File: src/rtl/updn_decim_pkg.sv
package updn_decim_pkg;

    // Width of stage k given the first stage width
    function automatic int stage_width(input int k, input int w0);
        return w0 + 2 * k;
    endfunction

    // Bit offset of stage k inside the packed output bus
    function automatic int stage_offset(input int k, input int w0);
        return k * w0 + k * (k - 1);
    endfunction

    // Total bus width for n stages
    function automatic int bus_width(input int n, input int w0);
        return n * w0 + n * (n - 1);
    endfunction

endpackage

File: src/rtl/updn_net.sv
module updn_net (
    input  logic              inc_i,
    input  logic              dec_i,
    output logic signed [1:0] step_o
);
    always_comb begin
        unique case ({inc_i, dec_i})
            2'b10:   step_o = 2'sb01;
            2'b01:   step_o = 2'sb11;
            default: step_o = 2'sb00;
        endcase
    end
endmodule

File: src/rtl/updn_stage.sv
module updn_stage #(
    parameter int WI     = 2,
    parameter int W      = 4,
    parameter bit INVERT = 1'b1
) (
    input  logic                 clk,
    input  logic                 rst_n,
    input  logic                 in_vld,
    input  logic signed [WI-1:0] in_val,
    output logic                 out_vld,
    output logic signed [W-1:0]  out_val,
    output logic [W-1:0]         word_o
);
    localparam int AW = W + 2;
    localparam logic signed [AW-1:0] MAXV = AW'((1 << (W - 1)) - 1);
    localparam logic signed [AW-1:0] MINV = -MAXV - AW'(1);

    typedef struct packed {
        logic                 phase;
        logic                 vld;
        logic signed [WI-1:0] prev;
        logic signed [W-1:0]  cnt;
        logic signed [W-1:0]  val;
    } state_t;

    state_t st_d, st_q;
    logic signed [AW-1:0] pair_sum;
    logic signed [AW-1:0] acc;
    logic signed [W-1:0]  acc_sat;

    always_comb begin
        st_d     = st_q;
        st_d.vld = 1'b0;
        pair_sum = AW'(in_val) + AW'(st_q.prev);
        acc      = AW'(st_q.cnt) + pair_sum;
        if (acc > MAXV)      acc_sat = W'(MAXV);
        else if (acc < MINV) acc_sat = W'(MINV);
        else                 acc_sat = W'(acc);
        if (in_vld) begin
            st_d.prev  = in_val;
            st_d.phase = ~st_q.phase;
            if (st_q.phase) begin
                st_d.val = acc_sat;
                st_d.cnt = '0;
                st_d.vld = 1'b1;
            end else begin
                st_d.cnt = acc_sat;
            end
        end
    end

    always_ff @(posedge clk) begin
        if (!rst_n) st_q <= '0;
        else        st_q <= st_d;
    end

    assign out_vld = st_q.vld;
    assign out_val = st_q.val;

    generate
        if (INVERT) begin : g_inv
            assign word_o = ~st_q.val;
        end else begin : g_true
            assign word_o = st_q.val;
        end
    endgenerate

    // a strobe is always caused by an input sample one cycle earlier
    a_r5_strobe_follows_sample: assert property (@(posedge clk) disable iff (!rst_n)
        out_vld |-> $past(in_vld));
    // strobes never come back to back
    a_r5_single_pulse: assert property (@(posedge clk) disable iff (!rst_n)
        out_vld |=> !out_vld);
    // the counter is empty right after a dump
    a_r4_cleared_on_dump: assert property (@(posedge clk) disable iff (!rst_n)
        out_vld |-> (st_q.cnt == '0));
    // the delay cell holds the last accepted sample
    a_r3_delay_cell: assert property (@(posedge clk) disable iff (!rst_n)
        in_vld |=> (st_q.prev == $past(in_val)));
endmodule

File: src/rtl/updn_decimator.sv
module updn_decimator
    import updn_decim_pkg::*;
#(
    parameter int NSTAGE = 4,
    parameter int W0     = 4,
    localparam int BW    = NSTAGE * W0 + NSTAGE * (NSTAGE - 1)
) (
    input  logic              clk,
    input  logic              rst_n,
    input  logic              inc_i,
    input  logic              dec_i,
    output logic [BW-1:0]     word_o,
    output logic [NSTAGE-1:0] valid_o,
    output logic [BW-1:0]     noise_o
);
    logic signed [1:0] step;
    logic [BW-1:0]     val_bus;

    updn_net u_net (
        .inc_i  (inc_i),
        .dec_i  (dec_i),
        .step_o (step)
    );

    for (genvar k = 0; k < NSTAGE; k++) begin : g_stage
        localparam int WK  = stage_width(k, W0);
        localparam int OFF = stage_offset(k, W0);
        localparam int NZ  = WK / 4;
        logic                 s_vld;
        logic signed [WK-1:0] s_val;

        if (k == 0) begin : g_first
            updn_stage #(.WI(2), .W(WK), .INVERT(1'b1)) u_st (
                .clk     (clk),
                .rst_n   (rst_n),
                .in_vld  (1'b1),
                .in_val  (step),
                .out_vld (s_vld),
                .out_val (s_val),
                .word_o  (word_o[OFF +: WK])
            );
        end else begin : g_next
            localparam int WP   = stage_width(k - 1, W0);
            localparam int OFFP = stage_offset(k - 1, W0);
            updn_stage #(.WI(WP), .W(WK), .INVERT((k % 2) == 0)) u_st (
                .clk     (clk),
                .rst_n   (rst_n),
                .in_vld  (valid_o[k-1]),
                .in_val  ($signed(val_bus[OFFP +: WP])),
                .out_vld (s_vld),
                .out_val (s_val),
                .word_o  (word_o[OFF +: WK])
            );
        end

        assign valid_o[k]          = s_vld;
        assign val_bus[OFF +: WK]  = s_val;
        assign noise_o[OFF +: WK]  = WK'((1 << NZ) - 1);
    end
endmodule

File: config.mk
export PLATFORM = sky130hd
export DESIGN_NAME = updn_decimator
export DESIGN_NICKNAME = d
export VERILOG_FILES = /design/src/rtl/updn_decim_pkg.sv /design/src/rtl/updn_net.sv /design/src/rtl/updn_stage.sv /design/src/rtl/updn_decimator.sv
export SDC_FILE = /design/constraint.sdc
export NUM_CORES = 1
export LEC_CHECK = 0
export ABC_AREA = 1
export BUFFER_PORTS_ARGS = -buffer_cell sky130_fd_sc_hd__buf_2
export CAP_MARGIN = 30
export CORE_MARGIN = 2
export CORE_UTILIZATION = 45
export DETAILED_ROUTE_END_ITERATION = 6
export GPL_TIMING_DRIVEN = 0
export SLEW_MARGIN = 10
export SYNTH_ARGS = -nofsm -noshare
export SYNTH_HDL_FRONTEND = slang
export SYNTH_HIERARCHICAL = 1
export SYNTH_SLANG_ARGS = --single-unit
File: constraint.sdc
create_clock -name clk -period 3.1 [get_ports clk]
set_clock_uncertainty 0.15 [all_clocks]
set_input_delay 0.31 -clock clk [delete_from_list [all_inputs] [get_ports clk]]
set_output_delay 0.31 -clock clk [all_outputs]
set_load 0.01 [all_outputs]
==> metrics.cfg <==
[outcome]
status = completed

[routing]
drtIter0Drc = 221
route.detailed.drc = 0
routed_wl_microns = 11300
wire_per_inst_microns = 11.3
drt-pass1-iter-count = 4
vias = 4489
vias_per_cell = 4.48
ant_nets = 0

[worst_setup_path]
crit_type = flip-flop to flip-flop
crit_path_max_fanout = 7
critPathLaunchType = flip-flop
arrival_ns = 2.98
worstPathRequired_ns = 3.16
critPathCaptureType = flip-flop

[placement]
place_area_sq_um = 6210
place_congestion = 0.873
io_buffers = 35
dpl.cell_count = 983
dpl.hpwl_microns = 8970

[global_route]
grt_max_degree = 20
antenna_found_initial = 0
grt.overflow.total = 0
grt_pass1_vias = 4304
grt_pass1_wl_microns = 19100
globalRouteTotalUtil_pct = 17.9

[timing]
worst_pin_slew_ns = 0.576
drv_slew = 0
period_needed_ns = 2.92
report.final.hold_viol_count = 0
finalSetupViolations = 0
fin_tns_setup_ns = 0
relSlewSlack_pct = 61.6
fmax_ghz = 0.343
min_period_over_period_pct = 94.2

[floorplan]
start_util_pct = 45.5
coreArea_sq_um = 12500
pin_count = 64
die_h_microns = 117
rows = 41
die_w_microns = 117
die_area_sq_um = 13600

[clock_network]
cts_buffers = 9
worstSkewPairLatency_ns = 0.35
cts_tree = done
clockBufferDepth = 2
root_buffer = clkbuf_16
numClockSinks = 84
htree_levels = 3
clk_pin_slew_ns = 0.06
holdBufCountCts = 0

[yosys]
synth.avg_cell_area_sq_um = 7.66
synth_area_sq_um = 5700
syn_inst = 744
ys_warn_count = 6

[finish]
seq_area_sq_um = 1680
stdcell_area_sq_um = 6580
nets = 886
instances_no_fill = 1002
fill_cells = 1265
area_growth_pct = 15.5
fin_util_pct = 52.6
multi_input_area_sq_um = 3190
n_antenna_cell = 0
drive_above_1_share_pct = 23.7

[run]
cap_violations = 0

[pwr]
peakVddDrop_mv = 0.347
power_density_nw_per_um2 = 391
p_leak_nw = 3.42

[worst_hold_path]
min_path_type = input pin to flip-flop

-- worst paths after layout --
kind / start / end / slack [ns] / cells past startpoint
worst max-delay path: g_stage[2].g_next.u_st/out_val[1]$_SDFFE_PN0P_ / g_stage[3].g_next.u_st/st_q[17]$_SDFFE_PN0P_ / 0.18 / 20
worst min register to register: g_stage[3].g_next.u_st/out_val[5]$_SDFFE_PN0P_ / g_stage[3].g_next.u_st/out_val[5]$_SDFFE_PN0P_ / 0.30 / 2
worst min-delay path: dec_i / g_stage[0].g_first.u_st/st_q[8]$_SDFFE_PN0P_ / 0.26 / 5
worst max register to register: g_stage[2].g_next.u_st/out_val[1]$_SDFFE_PN0P_ / g_stage[3].g_next.u_st/st_q[17]$_SDFFE_PN0P_ / 0.18 / 20
-- worst max-delay path: stages, from the launching register on --
cell and delay, ns:
dfxtp_2 0.32, buf_4 0.12, inv_2 0.05, fa_1 0.42, inv_2 0.09, ha_4 0.15, inv_1 0.06, fa_2 0.36
inv_1 0.06, nand3_1 0.07, nand2_2 0.10, nand2_2 0.08, nand2_2 0.07, nand2_1 0.06, nand2_1 0.10, nand3_2 0.11
buf_6 0.16, nand2_2 0.05, nand2_1 0.06, nand2_1 0.08, a21oi_2 0.05
-- sequential cells by signal, summed over array words and instances, names as in the netlist --
name,cells
g_stage.g_first.u_st/out_val,4
g_stage.g_next.u_st/st_q,45
g_stage.g_first.u_st/st_q,7
g_stage.g_next.u_st/out_vld,3
g_stage.g_next.u_st/out_val,24
g_stage.g_first.u_st/out_vld,1
-- cells in the final DEF, fill, tap and decap left out, types with 2 or more instances in the layout --
| cell | n |
|---|---|
| nand2_1 | 173 |
| nand2_4 | 3 |
| dfxtp_1 | 83 |
| nor2_2 | 8 |
| clkbuf_16 | 9 |
| a22o_1 | 2 |
| buf_2 | 36 |
| clkinv_1 | 5 |
| fa_1 | 31 |
| nand4_1 | 3 |
| nand2_2 | 30 |
| clkinvlp_4 | 2 |
| o21ai_0 | 21 |
| buf_4 | 68 |
| nand3_1 | 44 |
| nor2_1 | 39 |
| a21oi_1 | 37 |
| inv_1 | 105 |
| or2_4 | 2 |
| conb_1 | 34 |
| a21oi_2 | 8 |
| o21ai_1 | 11 |
| ha_1 | 23 |
| nand3_2 | 8 |
| nand3_4 | 2 |
| clkbuf_1 | 7 |
| inv_2 | 5 |
| inv_6 | 2 |
| xnor2_1 | 6 |
| xor2_1 | 8 |
-- power by group --
group,internal [mW],switching (mW)
Combinational,0.125,0.208
Clock,0.653,0.471
Sequential,1.10,0.0147
-- metal layers --
metal / wire [microns] / vias up / GRT usage, % / share of wire [%]
met5: 0 / - / 0 / 0
met4: 193 / 0 / 6.12 / 1.7
met3: 417 / 14 / 5.03 / 3.7
met2: 5370 / 67 / 29.8 / 47
met1: 5340 / 2043 / 22.4 / 47
li1: - / 2365 / - / -
-- cell type report --
type	instances	area share, %
well taps	172	3.27
clock inverters	6	1.08
flip-flops and latches	84	25.6
repair buffers	38	3.19
multi-input cells	502	48.5
plain buffers	75	8.17
inverters	115	6.56
clock buffers	10	3.63
-- stage by stage --
stage	setup WS (ns)	power, mW	hold WS (ns)
floorplan	0.299	1.40	0.277
global placement	0.0370	1.46	0.291
detailed placement	-0.0304	1.47	0.290
CTS	0.0575	2.61	0.254
global route	-0.000370	2.70	0.276
finish	0.181	2.57	0.257
-- repair_timing --
action	in CTS	in global routing
cloned	0	0
pin swaps	0	5
gates resized for setup	3	7
setup buffers	0	3
setup endpoints to repair	4	20
Power figures use the tool's default switching activity.
